`src/rtl/ca_train_pkg.sv`:
```
package ca_train_pkg;
  typedef enum logic [2:0] {
    ST_IDLE,
    ST_DESK,
    ST_CENT,
    ST_MERGE,
    ST_FINAL
  } train_state_e;
endpackage

```
`src/rtl/ca_train_probe.sv`:
```
// Probe timing, pattern generation and echo comparison.
module ca_train_probe #(
  parameter int SES_BITS = 8,
  parameter int NUM_SES  = 2,
  parameter int REFL_LAT = 2,
  localparam int CA_W    = SES_BITS * NUM_SES,
  localparam int SSW     = (NUM_SES > 1) ? $clog2(NUM_SES) : 1,
  parameter logic [CA_W-1:0] CA_PATTERN = '1
) (
  input  logic                  clk,
  input  logic                  rst_n,
  input  logic                  run,
  input  logic [SSW-1:0]        sess,
  input  logic [2*SES_BITS-1:0] dq_in,
  output logic                  cs_n,
  output logic [CA_W-1:0]       ca_rise,
  output logic [CA_W-1:0]       ca_fall,
  output logic                  step_end,
  output logic [SES_BITS-1:0]   step_pass
);
  localparam int PCW = $clog2(REFL_LAT + 2);

  logic [PCW-1:0]      pc_q, pc_d;
  logic                ph_q, ph_d;
  logic [SES_BITS-1:0] pv_q, pv_d;
  logic                smp;
  logic [SES_BITS-1:0] sel_r, sel_f, match;

  assign ca_rise = ph_q ? ~CA_PATTERN : CA_PATTERN;
  assign ca_fall = ~ca_rise;
  assign cs_n    = !(run && (pc_q == '0));
  assign smp     = run && (pc_q == PCW'(REFL_LAT));

  always_comb begin
    sel_r = ca_rise[int'(sess)*SES_BITS +: SES_BITS];
    sel_f = ca_fall[int'(sess)*SES_BITS +: SES_BITS];
  end

  for (genvar j = 0; j < SES_BITS; j++) begin : g_cmp
    assign match[j] = (dq_in[2*j] == sel_r[j]) && (dq_in[2*j+1] == sel_f[j]);
  end

  always_comb begin
    pc_d = pc_q;
    ph_d = ph_q;
    pv_d = pv_q;
    if (!run) begin
      pc_d = '0;
      ph_d = 1'b0;
    end else if (smp) begin
      pc_d = '0;
      ph_d = ~ph_q;
      if (!ph_q) pv_d = match;
    end else begin
      pc_d = pc_q + 1'b1;
    end
  end

  assign step_end  = smp && ph_q;
  assign step_pass = pv_q & match;

  always_ff @(posedge clk or negedge rst_n) begin
    if (!rst_n) begin
      pc_q <= '0;
      ph_q <= 1'b0;
      pv_q <= '0;
    end else begin
      pc_q <= pc_d;
      ph_q <= ph_d;
      pv_q <= pv_d;
    end
  end
endmodule

```
`src/rtl/ca_train_deskew.sv`:
```
// Per-bit delay codes and first-pass capture.
module ca_train_deskew #(
  parameter int SES_BITS = 8,
  parameter int NUM_SES  = 2,
  parameter int BD_W     = 6,
  localparam int CA_W    = SES_BITS * NUM_SES,
  localparam int SSW     = (NUM_SES > 1) ? $clog2(NUM_SES) : 1
) (
  input  logic                   clk,
  input  logic                   rst_n,
  input  logic                   clr_all,
  input  logic                   ses_clr,
  input  logic                   step_end,
  input  logic [SSW-1:0]         sess,
  input  logic [SES_BITS-1:0]    step_pass,
  output logic [CA_W*BD_W-1:0]   bd_flat,
  output logic                   all_found
);
  logic [BD_W-1:0]     bd_q [CA_W];
  logic [BD_W-1:0]     bd_d [CA_W];
  logic [SES_BITS-1:0] found_q, found_d;
  logic                bd_en;

  assign all_found = &(found_q | step_pass);
  assign bd_en     = clr_all || step_end;

  always_comb begin
    for (int i = 0; i < CA_W; i++) bd_d[i] = bd_q[i];
    if (clr_all) begin
      for (int i = 0; i < CA_W; i++) bd_d[i] = '0;
    end else if (step_end) begin
      for (int s = 0; s < NUM_SES; s++) begin
        for (int j = 0; j < SES_BITS; j++) begin
          if ((sess == SSW'(s)) && !found_q[j] && !step_pass[j])
            bd_d[s*SES_BITS+j] = bd_q[s*SES_BITS+j] + 1'b1;
        end
      end
    end
  end

  always_comb begin
    found_d = found_q;
    if (clr_all || ses_clr) found_d = '0;
    else if (step_end)      found_d = found_q | step_pass;
  end

  always_ff @(posedge clk or negedge rst_n) begin
    if (!rst_n) begin
      for (int i = 0; i < CA_W; i++) bd_q[i] <= '0;
      found_q <= '0;
    end else begin
      if (bd_en) begin
        for (int i = 0; i < CA_W; i++) bd_q[i] <= bd_d[i];
      end
      found_q <= found_d;
    end
  end

  for (genvar i = 0; i < CA_W; i++) begin : g_out
    assign bd_flat[i*BD_W +: BD_W] = bd_q[i];
  end
endmodule

```
`src/rtl/ca_train_window.sv`:
```
// Centering window tracking per session and across sessions.
module ca_train_window #(
  parameter int CD_W = 9
) (
  input  logic            clk,
  input  logic            rst_n,
  input  logic            ses_clr,
  input  logic            upd,
  input  logic            pass_all,
  input  logic [CD_W-1:0] step,
  input  logic            merge,
  input  logic            first,
  output logic            seen,
  output logic [CD_W-1:0] win_lo,
  output logic [CD_W-1:0] win_hi
);
  logic            seen_q, seen_d;
  logic [CD_W-1:0] lo_q, lo_d, hi_q, hi_d;
  logic [CD_W-1:0] wlo_q, wlo_d, whi_q, whi_d;
  logic            hit;

  assign hit = upd && pass_all;

  always_comb begin
    seen_d = seen_q;
    lo_d   = lo_q;
    hi_d   = hi_q;
    if (ses_clr) begin
      seen_d = 1'b0;
    end else if (hit) begin
      seen_d = 1'b1;
      hi_d   = step;
      if (!seen_q) lo_d = step;
    end
  end

  always_comb begin
    wlo_d = wlo_q;
    whi_d = whi_q;
    if (merge) begin
      wlo_d = (first || (lo_q > wlo_q)) ? lo_q : wlo_q;
      whi_d = (first || (hi_q < whi_q)) ? hi_q : whi_q;
    end
  end

  always_ff @(posedge clk or negedge rst_n) begin
    if (!rst_n) begin
      seen_q <= 1'b0;
      lo_q   <= '0;
      hi_q   <= '0;
      wlo_q  <= '0;
      whi_q  <= '0;
    end else begin
      seen_q <= seen_d;
      if (hit) begin
        lo_q <= lo_d;
        hi_q <= hi_d;
      end
      if (merge) begin
        wlo_q <= wlo_d;
        whi_q <= whi_d;
      end
    end
  end

  assign seen   = seen_q;
  assign win_lo = wlo_q;
  assign win_hi = whi_q;
endmodule

```
`src/rtl/ca_train_seq.sv`:
```
// Two-session CA deskew and clock-centering sequencer.
module ca_train_seq
  import ca_train_pkg::*;
#(
  parameter int SES_BITS = 8,
  parameter int NUM_SES  = 2,
  parameter int BD_W     = 6,
  parameter int CD_W     = 9,
  parameter int REFL_LAT = 2,
  parameter int WARN_MIN = 8,
  localparam int CA_W    = SES_BITS * NUM_SES,
  localparam int SSW     = (NUM_SES > 1) ? $clog2(NUM_SES) : 1,
  parameter logic [CA_W-1:0] CA_PATTERN = 16'hC35A
) (
  input  logic                  clk,
  input  logic                  rst_n,
  input  logic                  start,
  output logic                  cs_n,
  output logic [CA_W-1:0]       ca_rise,
  output logic [CA_W-1:0]       ca_fall,
  output logic [SSW-1:0]        ses_idx,
  input  logic [2*SES_BITS-1:0] dq_in,
  output logic [CA_W*BD_W-1:0]  bd_code,
  output logic [CD_W-1:0]       cd_code,
  output logic                  done,
  output logic                  err,
  output logic                  warn
);
  localparam int STW     = (CD_W > BD_W) ? CD_W : BD_W;
  localparam int BD_MAX  = (1 << BD_W) - 1;
  localparam int CD_MAX  = (1 << CD_W) - 1;
  localparam int CD_INIT = 1 << (CD_W - 1);

  train_state_e        st_q, st_d;
  logic [SSW-1:0]      sess_q, sess_d;
  logic [STW-1:0]      step_q, step_d;
  logic [CD_W-1:0]     cd_q, cd_d;
  logic                done_q, done_d, err_q, err_d, warn_q, warn_d;

  logic                run, step_end, all_found, seen;
  logic [SES_BITS-1:0] step_pass;
  logic                dsk_clr, dsk_ses_clr, win_ses_clr, win_merge;
  logic [CD_W-1:0]     win_lo, win_hi;
  logic [CD_W:0]       win_sum, win_len;
  logic                last_ses;

  assign run      = (st_q == ST_DESK) || (st_q == ST_CENT);
  assign last_ses = (sess_q == SSW'(NUM_SES - 1));
  assign win_sum  = {1'b0, win_lo} + {1'b0, win_hi};
  assign win_len  = {1'b0, win_hi} - {1'b0, win_lo} + 1'b1;

  ca_train_probe #(
    .SES_BITS(SES_BITS), .NUM_SES(NUM_SES), .REFL_LAT(REFL_LAT),
    .CA_PATTERN(CA_PATTERN)
  ) u_probe (
    .clk(clk), .rst_n(rst_n), .run(run), .sess(sess_q), .dq_in(dq_in),
    .cs_n(cs_n), .ca_rise(ca_rise), .ca_fall(ca_fall),
    .step_end(step_end), .step_pass(step_pass)
  );

  ca_train_deskew #(
    .SES_BITS(SES_BITS), .NUM_SES(NUM_SES), .BD_W(BD_W)
  ) u_deskew (
    .clk(clk), .rst_n(rst_n), .clr_all(dsk_clr), .ses_clr(dsk_ses_clr),
    .step_end(step_end && (st_q == ST_DESK)), .sess(sess_q),
    .step_pass(step_pass), .bd_flat(bd_code), .all_found(all_found)
  );

  ca_train_window #(
    .CD_W(CD_W)
  ) u_window (
    .clk(clk), .rst_n(rst_n), .ses_clr(win_ses_clr),
    .upd(step_end && (st_q == ST_CENT)), .pass_all(&step_pass),
    .step(step_q[CD_W-1:0]), .merge(win_merge), .first(sess_q == '0),
    .seen(seen), .win_lo(win_lo), .win_hi(win_hi)
  );

  always_comb begin
    st_d        = st_q;
    sess_d      = sess_q;
    step_d      = step_q;
    cd_d        = cd_q;
    done_d      = done_q;
    err_d       = err_q;
    warn_d      = warn_q;
    dsk_clr     = 1'b0;
    dsk_ses_clr = 1'b0;
    win_ses_clr = 1'b0;
    win_merge   = 1'b0;
    unique case (st_q)
      ST_IDLE: begin
        if (start) begin
          st_d    = ST_DESK;
          sess_d  = '0;
          step_d  = '0;
          cd_d    = CD_W'(CD_INIT);
          done_d  = 1'b0;
          err_d   = 1'b0;
          warn_d  = 1'b0;
          dsk_clr = 1'b1;
        end
      end
      ST_DESK: begin
        if (step_end) begin
          if (all_found) begin
            step_d = '0;
            if (last_ses) begin
              st_d        = ST_CENT;
              sess_d      = '0;
              cd_d        = '0;
              win_ses_clr = 1'b1;
            end else begin
              sess_d      = sess_q + 1'b1;
              dsk_ses_clr = 1'b1;
            end
          end else if (step_q == STW'(BD_MAX)) begin
            st_d    = ST_IDLE;
            done_d  = 1'b1;
            err_d   = 1'b1;
            cd_d    = '0;
            dsk_clr = 1'b1;
          end else begin
            step_d = step_q + 1'b1;
          end
        end
      end
      ST_CENT: begin
        if (step_end) begin
          if (step_q == STW'(CD_MAX)) begin
            st_d = ST_MERGE;
          end else begin
            step_d = step_q + 1'b1;
            cd_d   = step_d[CD_W-1:0];
          end
        end
      end
      ST_MERGE: begin
        if (!seen) begin
          st_d    = ST_IDLE;
          done_d  = 1'b1;
          err_d   = 1'b1;
          cd_d    = '0;
          dsk_clr = 1'b1;
        end else begin
          win_merge = 1'b1;
          if (last_ses) begin
            st_d = ST_FINAL;
          end else begin
            st_d        = ST_CENT;
            sess_d      = sess_q + 1'b1;
            step_d      = '0;
            cd_d        = '0;
            win_ses_clr = 1'b1;
          end
        end
      end
      ST_FINAL: begin
        st_d   = ST_IDLE;
        done_d = 1'b1;
        if (win_lo > win_hi) begin
          err_d   = 1'b1;
          cd_d    = '0;
          dsk_clr = 1'b1;
        end else begin
          cd_d   = win_sum[CD_W:1];
          warn_d = (win_len < (CD_W+1)'(WARN_MIN));
        end
      end
      default: st_d = ST_IDLE;
    endcase
  end

  always_ff @(posedge clk or negedge rst_n) begin
    if (!rst_n) begin
      st_q   <= ST_IDLE;
      sess_q <= '0;
      step_q <= '0;
      cd_q   <= '0;
      done_q <= 1'b0;
      err_q  <= 1'b0;
      warn_q <= 1'b0;
    end else begin
      st_q   <= st_d;
      sess_q <= sess_d;
      step_q <= step_d;
      cd_q   <= cd_d;
      done_q <= done_d;
      err_q  <= err_d;
      warn_q <= warn_d;
    end
  end

  assign ses_idx = sess_q;
  assign cd_code = cd_q;
  assign done    = done_q;
  assign err     = err_q;
  assign warn    = warn_q;
endmodule

```
`config.mk`:
```
export PLATFORM = sky130hd
export DESIGN_NAME = ca_train_seq
export DESIGN_NICKNAME = d
export VERILOG_FILES = /design/src/rtl/ca_train_pkg.sv /design/src/rtl/ca_train_probe.sv /design/src/rtl/ca_train_deskew.sv /design/src/rtl/ca_train_window.sv /design/src/rtl/ca_train_seq.sv
export SDC_FILE = /design/constraint.sdc
export NUM_CORES = 1
export LEC_CHECK = 0
export ABC_AREA = 1
export CAP_MARGIN = 20
export CORE_ASPECT_RATIO = 0.9
export CORE_MARGIN = 2
export CORE_UTILIZATION = 50
export CTS_CLUSTER_DIAMETER = 50
export DETAILED_ROUTE_END_ITERATION = 8
export GPL_TIMING_DRIVEN = 0
export PLACE_DENSITY_LB_ADDON = 0.15
export SLEW_MARGIN = 5
export SYNTH_ARGS = -nofsm -noshare
export SYNTH_HDL_FRONTEND = slang
export SYNTH_SLANG_ARGS = --single-unit
```
`constraint.sdc`:
```
create_clock -name clk -period 2.25 [get_ports clk]
set_input_delay 0.225 -clock clk [delete_from_list [all_inputs] [get_ports clk]]
set_output_delay 0.225 -clock clk [all_outputs]
set_load 0.02 [all_outputs]
```
### After elaboration in Yosys (flattened, before gate mapping)

Cells that the tools add are included.

| cells by class | value |
|---|---|
| add/subtract/negate cells | 22 |
| order comparisons | 4 |
| reductions and logical operators | 124 |
| multiplexer cells | 88 |
| shift operators | 2 |
| equal/unequal tests | 41 |
| bitwise gates (word level) | 7 |

Operator list:

| cell | number |
|---|---|
| $mux 96 | 2 |
| $mux 9 | 15 |
| $add 6x1->6 const B | 16 |
| $mux 6 | 16 |
| $reduce_and 3->1 | 19 |
| $logic_and 1x1->1 | 46 |
| $pmux 9 s5 | 1 |
| $reduce_bool 2->1 | 20 |
| $pmux 9 s4 | 1 |
| $mux 1 | 32 |
| $reduce_and 8->1 | 4 |
| $shiftx 16x5->8 | 2 |
| $mux 3 | 9 |
| $ne 2x2->1 const B | 11 |
| $gt 9x9->1 | 2 |
| $logic_not 1->1 | 17 |
| $eq 1x1->1 | 16 |
| $mux 16 | 1 |
| $mux 8 | 2 |
| $not 16->16 | 1 |
| $pmux 1 s4 | 3 |
| $pmux 3 s4 | 1 |
| $reduce_and 6->1 | 2 |
| $add 10x1->10 const B | 1 |
| other kinds (31) | 48 |

| storage, ports and cells | value |
|---|---|
| output and inout bits | 142 |
| word-level logic and storage cells | 320 |
| flip-flop bits (word level) | 177 |
| input bits | 19 |

### Longest topological paths before layout

| depth | value |
|---|---|
| depth after elaboration | 13 |
| gate-level depth with buffers | 16 |
| gate-level depth less buffers | 16 |

### Hierarchy

From an unflattened synthesis, not the netlist that was laid out.

| second synthesis, totals | value |
|---|---|
| cell total of the unflattened synthesis | 1457 |
| area, all modules | 11031.8 um^2 |

By module, submodules not included:

| module | area an instance (um^2) | sequential area each (um^2) | instances | cells each |
|---|---|---|---|---|
| ca_train_deskew | 5406.4 | 2602.5 | 1 | 676 |
| ca_train_seq | 2741.4 | 625.6 | 1 | 414 |
| ca_train_window | 1908.1 | 925.9 | 1 | 225 |
| ca_train_probe | 975.9 | 275.3 | 1 | 142 |

### Least setup slack after synthesis

Ideal clock, no wire load.

| timing | value |
|---|---|
| path type | reg-to-reg |
| start point | reg u_probe.ph_q |
| end point | reg u_deskew.bd_q (netlist bit u_deskew.bd_flat[1]) |
| clock period less this slack | 2.270 ns |
| slack | -0.020 ns |
| data required time | 2.138 ns |
| data arrival time | 2.158 ns |
| path buffers | 3 |
| setup time | 0.112 ns |
| stages on the path, launching flop included | 15 |
| cells stage by stage | dfrtp_1 > inv_2 > buf_6 > a21o_1 > nand3_1 > nand2_2 > nand2_1 > nor2_1 > and2_2 > nand2_2 > nand3_4 > buf_8 > buf_6 > nand2_1 > inv_2 |

| on the way | value |
|---|---|
| word-level cells in the longest chain between the ends | 13 |
| elaborated cells between the ends (all ways) | 43 |
| classes of those cells | eq/ne (16); shift (2); mux (5); bitwise (3); reduce/logical (17) |

Ends and longest elaborated chain:

| item | RTL line | source |
|---|---|---|
| from (decl) | ca_train_probe.sv:24 | `logic ph_q, ph_d;` |
| from (signal assigned) | ca_train_probe.sv:69 | `ph_q <= ph_d;` |
| $mux 16 * | ca_train_probe.sv:29 | `assign ca_rise = ph_q ? ~CA_PATTERN : CA_PATTERN;` |
| $not 16->16 * | ca_train_probe.sv:30 | `assign ca_fall = ~ca_rise;` |
| net ca_fall[0] | ca_train_seq.sv:20 | `output logic [CA_W-1:0] ca_fall,` |
| $shiftx 16x5->8 * | ca_train_probe.sv:36 | `sel_f = ca_fall[int'(sess)*SES_BITS +: SES_BITS];` |
| $eq 1x1->1 * | ca_train_probe.sv:40 | `assign match[j] = (dq_in[2*j] == sel_r[j]) && (dq_in[2*j+1] == sel_f[j]);` |
| $logic_and 1x1->1 * | ca_train_probe.sv:40 |  |
| $and 8x8->8 * | ca_train_probe.sv:60 | `assign step_pass = pv_q & match;` |
| $or 8x8->8 | ca_train_deskew.sv:24 | `assign all_found = &(found_q \| step_pass);` |
| $reduce_and 8->1 | ca_train_deskew.sv:24 |  |
| $mux 1 | ca_train_seq.sv:105 | `if (all_found) begin` |
| $mux 1 | ca_train_seq.sv:104 | `if (step_end) begin` |
| $pmux 1 s4 | ca_train_seq.sv:90 | `unique case (st_q)` |
| $reduce_bool 2->1 (no source line) or $logic_or 1x1->1 (tied branches) | - |  |
| $reduce_and 3->1 (no source line) | - |  |
| to (decl) | ca_train_deskew.sv:19 | `logic [BD_W-1:0] bd_q [CA_W];` |

The timed path passes the listed nets; every way through them passes the cells marked *.
A chain may end at the register's enable or synchronous reset.

### Worst setup path in the final report

| timing | value |
|---|---|
| start point | reg u_probe.ph_q |
| end point | reg cd_q[4], in the netlist cd_code[4] |

| on the way | value |
|---|---|
| word-level cells in the longest chain between the ends | 11 |
| elaborated cells between the ends (all ways) | 40 |
| classes of those cells | eq/ne (20); shift (2); mux (4); bitwise (3); reduce/logical (11) |

Ends and longest elaborated chain:

| item | RTL line | source |
|---|---|---|
| $mux 16 | ca_train_probe.sv:29 |  |
| $not 16->16 | ca_train_probe.sv:30 |  |
| $shiftx 16x5->8 | ca_train_probe.sv:36 |  |
| $eq 1x1->1 | ca_train_probe.sv:40 |  |
| $logic_and 1x1->1 | ca_train_probe.sv:40 |  |
| $and 8x8->8 | ca_train_probe.sv:60 |  |
| $or 8x8->8 | ca_train_deskew.sv:24 |  |
| $reduce_and 8->1 | ca_train_deskew.sv:24 |  |
| $mux 9 | ca_train_seq.sv:105 |  |
| $mux 9 | ca_train_seq.sv:104 |  |
| $pmux 9 s5 | ca_train_seq.sv:90 |  |
| to (signal assigned) | ca_train_seq.sv:178 | `cd_q <= '0;` |
| to (signal assigned) | ca_train_seq.sv:186 | `cd_q <= cd_d;` |
| to (decl) | ca_train_seq.sv:37 | `logic [CD_W-1:0] cd_q, cd_d;` |

Several ways; a longest one is shown, not always the timed one. The select of a mux whose other input is x is not followed.

==> results.yml <==
status:
  run_status: "complete, but fails checks"
  violations: "negative setup slack"
global_routing:
  grt_first_pass_wirelength_um: 48600
  initial_antenna_violation_count: 1
  grt.overflow.total: 0
  track_usage: 0.258
  grt_pass1_vias: 9672
  grt_max_degree: 116
setup_path:
  reg2reg_to: "cd_code[4]"
  r2r.worst_path.cells: 15
  critPathLaunchType: "flop"
  setup.reg_to_reg.worst_slack_ns: -0.18
  critPathMaxFanout: 5
  arrival_ns: 2.76
  start_point_of_the_critical_path: "u_probe.ph_q"
  timing.critical_path.required_ns: 2.58
  cp-endpoint: "cd_code[4]"
  crit_end_element: "flop"
  critical_path_class: "reg -> reg"
  reg2reg_from: "u_probe.ph_q"
pwr:
  leakage_uw: 0.00824
  cell_internal_pwr_uw: 7470
  p_sw_uw: 4510
  power.combinational.fraction: 0.432
  vdd.ir_drop.worst_v: 0.000590
  clock_power_share: 0.275
  relative_contribution_of_sequential_cells_to_total_power: 0.293
  cellPowerDensity_nw_per_um2: 739
  power_switching_share: 0.376
timing:
  hold_violations: 0
  fin_skew_ns: 0.0178
  grt_setup_unrepaired: "true"
  tightestPinTransition_ns: 0.589
  setup_slack_ns: -0.183
  layout_min_cycle_time_ns: 2.43
  max_freq_ghz: 0.411
  fin_hold_ws_ns: 0.315
  setup_viol_count_final: 114
  finalCritPeriodShare: 1.08
  normalized_max_slew_margin: 0.607
  timing.final.max_slew_violations: 0
synth:
  synth.ff_latch_count: 177
  syn_nets: 1558
  count_of_different_cell_masters_after_synthesis: 44
  syn-instance-count: 1469
  ys_warn_count: 0
  yosysSeqAreaShare: 0.398
  synth.area.top_cells: "sky130_fd_sc_hd__dfrtp_1 40%, sky130_fd_sc_hd__nand2_1 13%, sky130_fd_sc_hd__inv_1 8.0%"
  synthDominantAreaCellType: "sky130_fd_sc_hd__dfrtp_1"
  yosys_most_used_dff: "sky130_fd_sc_hd__dfrtp_1"
  most_instantiated_cells_after_synthesis: "394 x sky130_fd_sc_hd__nand2_1, 238 x sky130_fd_sc_hd__inv_1, 177 x sky130_fd_sc_hd__dfrtp_1"
  yosys.cell_count.top_type: "sky130_fd_sc_hd__nand2_1"
  synth_area_sq_um: 11100
  ys_async_sr_fraction: 1.00
  avgSynthCellArea_sq_um: 7.57
  synth_top_cell_area_share: 0.398
  synth_enable_flop_cells: 0
cells_and_area:
  flow.area_growth_from_synthesis_pct: 45.6
  final_cells: 2057
  final_nets: 1841
  post_route_cells_drive_above_1_share: 0.289
clocking:
  clkTransAtPathRegs_ns: 0.07
  cts_htree_levels: 4
  ctsLongestPathBuffers: 2
  cts_tree: "built"
  cts_made_buffers: 17
  cts-root-buf: "sky130_fd_sc_hd__clkbuf_16"
  insertion_delay_of_the_later_clocked_pin_in_the_worst_skew_pair_ns: 0.45
  cts_sink_count: 177
drt:
  postRouteWirelength_um: 34000
  detail_route.drc_violations: 0
  detail_route.iter0.violations: 964
  via_to_cell_ratio: 5.33
  dr.pass1.iters: 7
  routedWlPerCell_um: 16.5
  route.vias.total: 11000
  route.antenna.remaining_nets: 0
die:
  die_w_um: 161
  floorplan.rows: 51
  io-pin-count: 161
  chipHeight_um: 146
  core_area_sq_um: 21800
  start_util: 0.511
  fp.dieArea_sq_um: 23500
run:
  maxCapViolations: 0
placed_design:
  finalWeightedCongestion: 0.907
  post-place-cells: 1921
  estimated_wirelength_of_the_detail_placed_design_um: 21000
  io_buffer_count: 160
worst_hold_path:
  worst_hold_path_type: "in -> async"
## flip-flops by register name, indices dropped and copies added (netlist names)
register / cells
u_deskew.found_q: 8
u_window.win_hi: 9
u_probe.ph_q: 1
u_window.lo_q: 9
u_probe.pv_q: 8
err: 1
st_q: 3
step_q: 9
warn: 1
ses_idx: 1
u_window.hi_q: 9
cd_code: 9
u_probe.pc_q: 2
done: 1
u_window.win_lo: 9
u_deskew.bd_flat: 96
u_window.seen: 1
## worst max-delay path, stage by stage, from the launching register on
cell,delay (ns)
sky130_fd_sc_hd__dfrtp_4,0.54
sky130_fd_sc_hd__buf_6,0.16
sky130_fd_sc_hd__nand2_8,0.09
sky130_fd_sc_hd__nand2_8,0.08
sky130_fd_sc_hd__nand2_4,0.08
sky130_fd_sc_hd__nand3_4,0.09
sky130_fd_sc_hd__nand2_4,0.09
sky130_fd_sc_hd__buf_4,0.14
sky130_fd_sc_hd__nand3_1,0.08
sky130_fd_sc_hd__nor2_1,0.14
sky130_fd_sc_hd__nand2_1,0.11
sky130_fd_sc_hd__nand2_2,0.11
sky130_fd_sc_hd__nand4_1,0.24
sky130_fd_sc_hd__buf_6,0.24
sky130_fd_sc_hd__nand2_1,0.08
sky130_fd_sc_hd__nand2_2,0.04
## power groups by stage
stage                     combinational (uW)  clock (uW)  sequential [uW]
after global routing                    5420        3460             3520
after detailed placement                2850           0             3540
after CTS                               3460        3320             3460
after floorplan                         1740           0             3550
after global placement                  2820           0             3550
final                                   5170        3300             3510
## layout make-up
cell class / count / area [sq um]
Clock inverter: 15 / 223
Multi-Input combinational cell: 985 / 6550
Clock buffer: 17 / 425
Timing Repair Buffer: 264 / 2700
Inverter: 255 / 971
Sequential cell: 177 / 4440
Buffer: 52 / 512
Antenna cell: 1 / 2.50
Fill cell: 1530 / 5570
Tap cell: 291 / 364
## what timing repair did
action	4_1_cts	5_1_grt
endpoints found under the setup margin	162	172
pin swaps	15	51
cloned	2	11
setup buffers	32	57
endpoints found under the hold margin	62	0
resized for setup	86	349
hold buffers	1	0
## stage by stage
stage	setup TNS (ns)	total power, uW	utilization	worst slack [ns]	area (sq um)
6_report	-10.84	12000	0.744	-0.183	16200
5_1_grt	-19.32	12400	0.744	-0.268	16200
4_1_cts	-0.0638	10200	0.661	-0.0246	14400
3_5_place_dp	-51.49	6390	0.603	-0.548	13100
3_3_place_gp	-1216.27	6370	0.602	-7.29	13100
2_1_floorplan	0	5290	-	0.0225	11100
## per-layer routing
layer / GRT usage / up-vias / routed length (um)
met3: 0.0459 / 78 / 2190
met1: 0.366 / 5204 / 15000
met5: 0 / - / 0
met2: 0.409 / 448 / 16000
li1: - / 5234 / -
met4: 0.0714 / 0 / 836
## cell families (layout without fill, tap and decap cells)
family | after synthesis | in the layout | share of synthesized area
AOI/OAI and AO/OA | 166 | 166 | 0.0843
adders and majority gates | 70 | 70 | 0.0801
xor gates and xnor gates | 37 | 37 | 0.0291
and+or+nand+nor | 712 | 712 | 0.288
DFF | 177 | 177 | 0.398
buffers and inverters | 307 | 603 | 0.120
other | 0 | 1 | 0
## placed cells by master (no fill, tap or decap), drive strengths merged, types with 2 or more instances in the layout
master / count
clkbuf: 29
clkdlybuf4s50: 142
nand4: 24
nand3b: 17
bufinv: 3
o2111ai: 2
or2: 12
o21bai: 7
o21ai: 88
xnor2: 4
a21oi: 45
buf: 149
nor4: 4
fa: 2
nand2: 409
dfrtp: 177
xor2: 33
a31oi: 2
a21o: 4
a31o: 10
o22ai: 4
clkinv: 7
nor3: 23
inv: 259
nand3: 151
nor2: 70
dlygate4sd2: 10
ha: 68
## how the worst min path moves through the flow
stage / startpoint / to / cells past startpoint
3_5_place_dp: rst_n / u_probe.pv_q[2] / 1
4_1_cts: rst_n / u_probe.pv_q[1] / 2
3_3_place_gp: u_probe.pc_q[1] / u_probe.pc_q[0] / 1
5_1_grt: rst_n / u_probe.pv_q[2] / 2
6_report: rst_n / u_probe.pv_q[1] / 2
2_1_floorplan: rst_n / cd_code[0] / 0
Power figures use the tool's default switching activity.
